File: src/rtl/tsp_pkg.sv
package tsp_pkg;
   localparam int unsigned TSP_TIME_W = 16;
   localparam int unsigned TSP_SEQ_W  = 8;
   localparam int unsigned TSP_EN_W   = 8;
   localparam int unsigned TSP_DEPTH  = 12;

   typedef enum logic {
      GEN_WAIT = 1'b0,
      GEN_HIGH = 1'b1
   } gen_state_t;
endpackage

File: src/rtl/tsp_queue.sv
module tsp_queue #(
   parameter int unsigned WIDTH = 32,
   parameter int unsigned DEPTH = 12
) (
   input  logic             clk,
   input  logic             rst_n,
   input  logic             push,
   input  logic             pop,
   input  logic             flush,
   input  logic [WIDTH-1:0] wr_data,
   output logic [WIDTH-1:0] rd_data,
   output logic             empty,
   output logic             full
);
   localparam int unsigned PW = (DEPTH > 1) ? $clog2(DEPTH) : 1;
   localparam int unsigned CW = $clog2(DEPTH + 1);

   logic [WIDTH-1:0] mem [DEPTH];
   logic [PW-1:0]    wr_ptr, rd_ptr, wr_nxt, rd_nxt;
   logic [CW-1:0]    count;

   if (DEPTH < 2) begin : g_bad_depth
      $error("tsp_queue: DEPTH must be at least 2");
   end

   if ((1 << PW) == DEPTH) begin : g_pow2
      assign wr_nxt = wr_ptr + 1'b1;
      assign rd_nxt = rd_ptr + 1'b1;
   end else begin : g_wrap
      assign wr_nxt = (wr_ptr == PW'(DEPTH - 1)) ? '0 : wr_ptr + 1'b1;
      assign rd_nxt = (rd_ptr == PW'(DEPTH - 1)) ? '0 : rd_ptr + 1'b1;
   end

   assign empty   = (count == '0);
   assign full    = (count == CW'(DEPTH));
   assign rd_data = mem[rd_ptr];

   always_ff @(posedge clk) begin
      if (push && !full) mem[wr_ptr] <= wr_data;
   end

   always_ff @(posedge clk) begin
      if (!rst_n || flush) begin
         wr_ptr <= '0;
         rd_ptr <= '0;
         count  <= '0;
      end else begin
         if (push && !full)  wr_ptr <= wr_nxt;
         if (pop && !empty)  rd_ptr <= rd_nxt;
         case ({push && !full, pop && !empty})
            2'b10:   count <= count + 1'b1;
            2'b01:   count <= count - 1'b1;
            default: count <= count;
         endcase
      end
   end

   p_no_overflow_r3: assert property (@(posedge clk) disable iff (!rst_n)
      count <= CW'(DEPTH));
   p_no_push_full_r3: assert property (@(posedge clk) disable iff (!rst_n)
      full |-> !push);
endmodule

File: src/rtl/tsp_edge_gen.sv
module tsp_edge_gen
   import tsp_pkg::*;
#(
   parameter int unsigned TIME_W = 16
) (
   input  logic              clk,
   input  logic              rst_n,
   input  logic              run,
   input  logic              tick,
   input  logic [TIME_W-1:0] now,
   input  logic              head_valid,
   input  logic [TIME_W-1:0] head_rise,
   input  logic [TIME_W-1:0] head_ofs,
   output logic              pulse,
   output logic              pop,
   output logic              late
);
   gen_state_t               state;
   logic [TIME_W-1:0]        fall_t;
   logic signed [TIME_W-1:0] rise_diff;
   logic                     active;

   assign fall_t    = head_rise + ((head_ofs == '0) ? TIME_W'(1) : head_ofs);
   assign rise_diff = $signed(head_rise - now);
   assign active    = run && tick && head_valid;

   assign late = active && (state == GEN_WAIT) && rise_diff[TIME_W-1];
   assign pop  = active && (state == GEN_HIGH) && (now == fall_t);

   always_ff @(posedge clk) begin
      if (!rst_n || !run) begin
         state <= GEN_WAIT;
      end else if (active) begin
         if (state == GEN_WAIT && rise_diff == '0) state <= GEN_HIGH;
         else if (pop)                             state <= GEN_WAIT;
      end
   end

   assign pulse = (state == GEN_HIGH);

   p_rise_on_tick_r4: assert property (@(posedge clk) disable iff (!rst_n)
      $rose(pulse) |-> $past(tick) && $past(head_valid) && $past(now) == $past(head_rise));
   p_fall_exact_r5: assert property (@(posedge clk) disable iff (!rst_n)
      ($fell(pulse) && $past(run)) |-> $past(tick) && $past(now) == $past(fall_t));
   p_late_keeps_low_r8: assert property (@(posedge clk) disable iff (!rst_n)
      late |=> !pulse);
endmodule

File: src/rtl/tsp_ctrl.sv
module tsp_ctrl #(
   parameter int unsigned SEQ_W = 8,
   parameter int unsigned EN_W  = 8
) (
   input  logic             clk,
   input  logic             rst_n,
   input  logic             en_wr,
   input  logic [EN_W-1:0]  en_val,
   input  logic             desc_wr,
   input  logic [SEQ_W-1:0] desc_seq,
   input  logic             q_full,
   input  logic             late,
   input  logic             err_ack,
   output logic             run,
   output logic             accept,
   output logic [EN_W-1:0]  en_reg,
   output logic [SEQ_W-1:0] seq_reg,
   output logic             err
);
   assign run    = (en_reg != '0) && !err;
   assign accept = desc_wr && run && !q_full && (desc_seq == seq_reg + 1'b1);

   always_ff @(posedge clk) begin
      if (!rst_n) begin
         en_reg  <= '0;
         seq_reg <= '0;
         err     <= 1'b0;
      end else begin
         if (en_wr)  en_reg  <= en_val;
         if (accept) seq_reg <= desc_seq;
         if (late)                             err <= 1'b1;
         else if (err_ack && en_reg == '0)     err <= 1'b0;
      end
   end

   p_seq_hold_r2: assert property (@(posedge clk) disable iff (!rst_n)
      !(desc_wr && desc_seq == seq_reg + 1'b1) |=> $stable(seq_reg));
   p_err_sticky_r9: assert property (@(posedge clk) disable iff (!rst_n)
      (err && !(err_ack && en_reg == '0)) |=> err);
endmodule

File: src/rtl/tsp_pulse_sched.sv
module tsp_pulse_sched
   import tsp_pkg::*;
#(
   parameter int unsigned TIME_W = TSP_TIME_W,
   parameter int unsigned SEQ_W  = TSP_SEQ_W,
   parameter int unsigned EN_W   = TSP_EN_W,
   parameter int unsigned DEPTH  = TSP_DEPTH
) (
   input  logic              clk,
   input  logic              rst_n,
   input  logic [TIME_W-1:0] now_us,
   input  logic              tick,
   input  logic              en_wr,
   input  logic [EN_W-1:0]   en_val,
   input  logic              desc_wr,
   input  logic [SEQ_W-1:0]  desc_seq,
   input  logic [TIME_W-1:0] desc_rise,
   input  logic [TIME_W-1:0] desc_ofs,
   input  logic              err_ack,
   output logic [EN_W-1:0]   en_rb,
   output logic [SEQ_W-1:0]  seq_rb,
   output logic              late_err,
   output logic              pulse_out
);
   localparam int unsigned DW = 2 * TIME_W;

   if (TIME_W < 4) begin : g_bad_time
      $error("tsp_pulse_sched: TIME_W must be at least 4");
   end
   if (SEQ_W < 2) begin : g_bad_seq
      $error("tsp_pulse_sched: SEQ_W must be at least 2");
   end

   logic          run, accept, q_full, q_empty, pop, late;
   logic [DW-1:0] head;

   tsp_ctrl #(.SEQ_W(SEQ_W), .EN_W(EN_W)) u_ctrl (
      .clk     (clk),
      .rst_n   (rst_n),
      .en_wr   (en_wr),
      .en_val  (en_val),
      .desc_wr (desc_wr),
      .desc_seq(desc_seq),
      .q_full  (q_full),
      .late    (late),
      .err_ack (err_ack),
      .run     (run),
      .accept  (accept),
      .en_reg  (en_rb),
      .seq_reg (seq_rb),
      .err     (late_err)
   );

   tsp_queue #(.WIDTH(DW), .DEPTH(DEPTH)) u_queue (
      .clk    (clk),
      .rst_n  (rst_n),
      .push   (accept),
      .pop    (pop),
      .flush  (!run),
      .wr_data({desc_rise, desc_ofs}),
      .rd_data(head),
      .empty  (q_empty),
      .full   (q_full)
   );

   tsp_edge_gen #(.TIME_W(TIME_W)) u_gen (
      .clk       (clk),
      .rst_n     (rst_n),
      .run       (run),
      .tick      (tick),
      .now       (now_us),
      .head_valid(!q_empty),
      .head_rise (head[DW-1:TIME_W]),
      .head_ofs  (head[TIME_W-1:0]),
      .pulse     (pulse_out),
      .pop       (pop),
      .late      (late)
   );

   p_disabled_low_r10: assert property (@(posedge clk) disable iff (!rst_n)
      (en_rb == '0) |=> !pulse_out);
   p_error_low_r8: assert property (@(posedge clk) disable iff (!rst_n)
      late_err |=> !pulse_out);
   p_seq_step_r2: assert property (@(posedge clk) disable iff (!rst_n)
      (seq_rb != $past(seq_rb)) |-> (seq_rb == $past(seq_rb) + 1'b1));
endmodule

File: config.mk
export PLATFORM = sky130hd
export DESIGN_NAME = tsp_pulse_sched
export DESIGN_NICKNAME = d
export VERILOG_FILES = /design/src/rtl/tsp_pkg.sv /design/src/rtl/tsp_queue.sv /design/src/rtl/tsp_edge_gen.sv /design/src/rtl/tsp_ctrl.sv /design/src/rtl/tsp_pulse_sched.sv
export SDC_FILE = /design/constraint.sdc
export NUM_CORES = 1
export LEC_CHECK = 0
export CAP_MARGIN = 25
export CORE_MARGIN = 4
export CORE_UTILIZATION = 55
export DETAILED_ROUTE_END_ITERATION = 8
export GPL_ROUTABILITY_DRIVEN = 0
export PLACE_DENSITY_LB_ADDON = 0.2
export SLEW_MARGIN = 25
export SYNTH_ARGS = -nofsm -noshare
export SYNTH_HDL_FRONTEND = slang
export SYNTH_HIERARCHICAL = 1
export SYNTH_SLANG_ARGS = --single-unit
export TNS_END_PERCENT = 30
File: constraint.sdc
create_clock -name clk -period 8.8 [get_ports clk]
set_input_delay 1.76 -clock clk [delete_from_list [all_inputs] [get_ports clk]]
set_output_delay 1.76 -clock clk [all_outputs]
set_load 0.01 [all_outputs]
Word level (Yosys, flattened, before mapping)
Memories as Yosys holds them, arrays and structs flattened. A register that Yosys moved wholly into a read port is not among the register bits.
Index checks and enable logic that the tools add are counted.
{ "classes": {"add_sub_neg": 7, "n_mul": 0, "n_div": 0, "n_lt_le_gt_ge": 0, "n_eq_ne": 7, "shifts": 0, "mux": 12, "bitwise_logic": 1, "n_reduce_logical": 29} }
{ "op_table": {"columns": ["op", "count"], "rows": [
  ["16-bit zero test", 2],
  ["16-bit adder", 1],
  ["16-bit == test", 1],
  ["16-bit 2-to-1 mux", 1],
  ["4-bit 2-to-1 mux", 4],
  ["16-bit subtractor", 1],
  ["1-bit logical AND", 14],
  ["4-bit by 1-bit adder with 4-bit output, second input constant", 3],
  ["4-bit == test, second input constant", 3],
  ["8-bit by 1-bit adder with 8-bit output, second input constant", 1],
  ["8-bit == test", 1],
  ["8-bit zero test", 1],
  ["4-bit case mux with 2 select lines", 1],
  ["8-bit nonzero test", 1],
  ["1-bit 2-to-1 mux", 6],
  ["2-bit nonzero test", 3],
  ["1-bit zero test", 5],
  ["4-bit zero test", 1],
  ["4-bit by 1-bit subtractor with 4-bit output, second input constant", 1],
  ["2-bit by 1-bit == test with 1-bit output, second input constant", 1],
  ["2-bit == test, second input constant", 1],
  ["2-bit AND reduction", 1],
  ["1-bit logical OR", 1],
  ["1-bit inverter", 1]
]} }
{ "totals": {"regBits": 30, "latchBits": 0, "ram_bits": 384, "rom_bits": 0, "in_bits": 70, "out_inout_bits": 18, "wordCells": 64, "memories": 1} }
{ "memory_table": {"columns": ["name", "depth", "word_bits", "read_ports", "rd_ports_with_merged_regs", "wr", "line", "rtl"], "rows": [
  ["u_queue.mem", 12, 32, 1, 1, 1, "tsp_queue.sv:18", "logic [WIDTH-1:0] mem [DEPTH];"]
]} }

Longest topological paths before layout
{ "depth": {"word_depth": 9, "mapped_depth": 27, "mapped_depth_nobuf": 24} }

By module
The synthesis kept the hierarchy.
{ "by_module_without_submodules": {"columns": ["module", "instances", "cells_per_inst", "area_each_um2", "seq_area_each_um2"], "rows": [
  ["tsp_queue", 1, 713, 15471.1, 11851.4],
  ["tsp_edge_gen", 1, 278, 1953.1, 20.0],
  ["tsp_ctrl", 1, 123, 1113.6, 340.3],
  ["tsp_pulse_sched", 1, 2, 7.5, 0.0]
]} }

Least setup slack after synthesis
Ideal clock, no wire load.
{ "synth_timing": {"kind": "input-to-reg", "startpoint": "input port desc_seq[7]", "endpoint": "memory u_queue.mem[0][0] (enable)", "setup_ns": 0.461, "arrival_time_ns": 5.186, "required_time_ns": 8.339, "path_slack_ns": 3.153, "stages": 8, "path_buffers": 1, "cell_sequence": "xor2_1 -> a2111o_1 -> o311ai_1 -> o211a_1 -> nor2b_2 -> buf_6 -> nand2_1 -> nor3_1"} }
{ "synth_between": {"elab_chain_len": 5} }
{ "synth_rtl": {"columns": ["element", "line", "rtl"], "rows": [
  ["from (decl)", "tsp_pulse_sched.sv:16", "input logic [SEQ_W-1:0] desc_seq,"],
  ["8-bit == test", "tsp_ctrl.sv:21", "assign accept = desc_wr && run && !q_full && (desc_seq == seq_reg + 1'b1);"],
  ["1-bit logical AND", "tsp_ctrl.sv:21", null],
  ["via accept", "tsp_pulse_sched.sv:34", "logic run, accept, q_full, q_empty, pop, late;"],
  ["1-bit logical AND", "tsp_queue.sv:39", "if (push && !full) mem[wr_ptr] <= wr_data;"],
  ["1-bit 2-to-1 mux", "tsp_queue.sv:39", null],
  ["1-bit 2-to-1 mux (implied by the code)", "tsp_queue.sv:39", null],
  ["to (decl)", "tsp_queue.sv:18", null]
]} }
The timed path passes the listed nets, and every way through them passes these cells.

==> key figures <==
Outcome
  • Status: completed

Clock tree
  • Clock-pin slew on the worst setup and hold paths: 0.06 ns
  • Post_cts resized: 0
  • Hold-fix buffers, CTS: 0
  • Clk_lat worst skew: 0.55 ns
  • CTS tree: built
  • H-tree lvl count: 2
  • TritonCTS Sinks: 418
  • Postcts setup bufs: 0
  • Num CTS Buffers: 42
  • CTS Root Cell: clkbuf_16
  • Max Root-Sink Buffers: 3

Job
  • Max_cap viols: 0

Drt
  • WL/cell: 24.83 um
  • Initial DRC count: 997
  • Via count: 10520
  • Remaining antenna violation count after routing: 0
  • Routed wire length: 41780 um
  • Residual DRC: 0
  • DRT Pass-1 Iters: 5
  • Vias per inst: 6.253

Layout
  • Fin util: 64.42%
  • Layout cells sized above 1: 15.23%
  • Multi-input gate area: 0.005916 mm2
  • Register area: 0.01222 mm2
  • Fin cells: 1683
  • Fillers: 2341
  • N_diodes: 0
  • Final #Nets: 1318
  • P&R area growth vs syn: 14.18%
  • Largest register FFs: 384

Die
  • Ports: 88
  • Die X: 191.6 um
  • Die ar.: 0.03672 mm2
  • FP Rows: 66
  • Die H: 191.6 um
  • Core Area: 0.03287 mm2
  • Initial Util: 56.43%

Global routing
  • Largest net degree at the start of global routing: 50
  • Initial antenna violation count: 0
  • First-pass GRT wire length: 62670 um
  • Remaining Overflow, GRT: 0
  • Vias in the first global route: 10110
  • All-Layer GR Usage: 22.84%

Timing
  • Slew margin rel.: 32.54%
  • Unrepaired setup endpoints after global routing: false
  • Fin. max-slew vios: 0
  • Post-route setup slack: 1.907 ns
  • Worst slew pin tran: 1.001 ns
  • Tcrit/Tclk final: 78.33%
  • Final min period: 6.893 ns
  • Setup Skew: 0.03220 ns
  • Setup TNS: 0 ns
  • Max Clock Freq: 145.1 MHz
  • # setup viols final: 0
  • Hold Fails Final Rpt: 0

Synth
  • Post-synth top area cell: edfxtp_1
  • Net count after synthesis: 1226
  • Syn_area_per_cell: 16.62 um2
  • EDFF count, synth: 384
  • Synth Flop Type: edfxtp_1
  • Mapped Cells: 1116
  • Top cells by area, synth: edfxtp_1 (62%), mux4_2 (9.8%), dfxtp_1 (3.7%), ha_1 (2.6%), mux2i_1 (2.5%)
  • Asr flop ratio synth: 0%
  • Seq/Total Area, Yosys: 65.85%
  • Yosys reg bits: 418
  • Synth warn: 6
  • Post-synth top area share: 62.18%
  • Cell variety after synth: 81
  • Mapped Area: 0.01855 mm2

Worst hold path
  • Hold Path Class: flip-flop to flip-flop

Placement
  • IO Port Bufs: 87
  • HPWL after DPL: 24710 um
  • Placed cell count: 1606
  • Worst slack, placed: 1.908 ns

Pwr
  • Final Power: 4.280 mW
  • Reported leakage power: 6.835 nW
  • Power per cell area: 202.2 mW/mm2
  • Peak supply drop: 0.1780 mV

Critical path
  • Cell family with most CP delay: compound AO/OA/AOI/OAI gates
  • Startpoint types: flip-flop
  • Crit Reg-Reg Endpoint: u_queue/count[2]
  • Reg2Reg Setup Slack: 1.91 ns
  • Slowest-stage cell, CP: dfxtp_4
  • Crit-path max FO: 37
  • Crit path DAT: 7.34 ns
  • Stages on the worst setup path: 25
  • End of the critical path: u_queue/count[2]
  • Crit path kind: flip-flop to flip-flop
  • Critical Path Max Stage Delay: 0.75 ns
  • Worst R2R Path Depth: 25
  • Buf+Inv Stages, Crit Path: 3
  • Worst EP required: 9.25 ns
  • Crit end category: flip-flop
[worst min-delay path by stage]
stage | slack, ns | depth (start not counted) | from | endpoint
6_report | 0.49 | 2 | u_queue/rd_ptr[1] | flip-flop
5_1_grt | 0.51 | 2 | u_queue/rd_ptr[1] | flip-flop
4_1_cts | 0.49 | 2 | u_queue/rd_ptr[1] | flip-flop
3_5_place_dp | 0.48 | 2 | u_queue/rd_ptr[1] | flip-flop
3_3_place_gp | 0.48 | 2 | u_gen/pulse | u_gen/pulse
2_1_floorplan | 0.46 | 2 | u_queue/rd_ptr[1] | flip-flop
[power breakdown]
group / total (mW) / switching (mW) / internal, mW
Clock: 1.70 / 0.723 / 0.974
Combinational: 0.359 / 0.186 / 0.173
Sequential: 2.22 / 0.0346 / 2.19
Total: 4.28 / 0.944 / 3.34
[cell families (layout without fill, tap and decap cells)]
kind of cell | count (synthesis) | in the layout | synth area share [%]
AOI/OAI and AO/OA | 178 | 178 | 6.821
xor gates and xnor gates | 35 | 35 | 1.653
adders and majority gates | 40 | 40 | 2.739
buffers and inverters | 95 | 220 | 2.638
DFF | 418 | 418 | 65.85
muxes | 144 | 144 | 14.65
and+or+nand+nor | 206 | 206 | 5.654
[metal layers]
metal	wire length, um	share of wire, %	GRT usage [%]	vias to the layer above
li1	-	-	-	4672
met1	18370	44	34.26	5379
met2	19610	47	36.14	400
met3	2801	6.7	3.235	73
met4	1004	2.4	5.635	0
met5	0	0	0	-
[cell usage after synthesis, types with 3 or more instances]
master,instances
nor4_1,13
xor2_1,14
a2111oi_0,3
mux4_1,16
nor3_1,16
buf_2,15
o221ai_1,8
nand2_1,72
nand4_1,3
a311oi_1,3
buf_4,7
o211ai_1,4
o21a_1,9
nand2b_1,4
edfxtp_1,384
nor2b_1,16
a21oi_1,33
mux2i_1,46
nand3b_1,3
buf_6,6
dfxtp_1,34
o2111ai_1,8
clkbuf_1,28
xnor2_1,21
ha_1,39
or3_1,4
nand3_1,21
nor2_1,32
a31oi_1,6
a21o_1,12
inv_1,34
a211o_1,4
mux4_2,81
a2bb2oi_1,8
o21ai_1,11
a211oi_1,3
and3_1,6
o21ai_0,36
[placed cells by master (no fill, tap or decap), drive strengths merged, types with 4 or more instances in the layout]
| cell type | synthesis | final |
|---|---|---|
| a31oi | 6 | 6 |
| inv | 35 | 36 |
| nor2b | 17 | 17 |
| or3 | 4 | 4 |
| xor2 | 14 | 14 |
| edfxtp | 384 | 384 |
| a2bb2oi | 9 | 9 |
| nor4 | 14 | 14 |
| nor3 | 16 | 16 |
| ha | 39 | 39 |
| clkdlybuf4s50 | 0 | 87 |
| dfxtp | 34 | 34 |
| o221ai | 8 | 8 |
| nand2b | 4 | 4 |
| a211o | 5 | 5 |
| mux2i | 46 | 46 |
| buf | 31 | 21 |
| a21oi | 35 | 35 |
| a21o | 12 | 12 |
| nor2 | 32 | 32 |
| clkbuf | 29 | 55 |
| xnor2 | 21 | 21 |
| nand3 | 21 | 21 |
| a2111oi | 5 | 5 |
| mux4 | 97 | 97 |
| and3 | 6 | 6 |
| a211oi | 4 | 4 |
| clkinv | 0 | 18 |
| o2111ai | 8 | 8 |
| o21a | 9 | 9 |
| o211ai | 4 | 4 |
| o21ai | 48 | 48 |
| nand2 | 72 | 72 |
[through the flow]
step                area (um2)  hold slack, ns
floorplan                18550          0.4629
finish                   21170          0.4922
CTS                      21170          0.4916
global placement         19870          0.4849
global route             21170          0.5111
detailed placement       19870          0.4760
[worst register-to-register path: cells and delay by family (launching register included)]
family | cells | cell delay (ns)
xor+xnor | 2 | 0.35
simple gates | 4 | 0.97
compound gates | 11 | 2.30
flops | 1 | 0.75
mux | 1 | 0.32
fa+ha+maj | 4 | 1.05
buf+inv | 3 | 1.04
[area by class of cell]
class                   count  share of cell area [%]
repair buffers            108                   4.916
inverters                  35                  0.6323
flip-flops and latches    418                   57.72
well taps                 442                   2.612
clock inverters            22                  0.9868
multi-input cells         603                   27.94
clock buffers              55                   5.194
No activity file was read; power rests on OpenSTA's default activity.
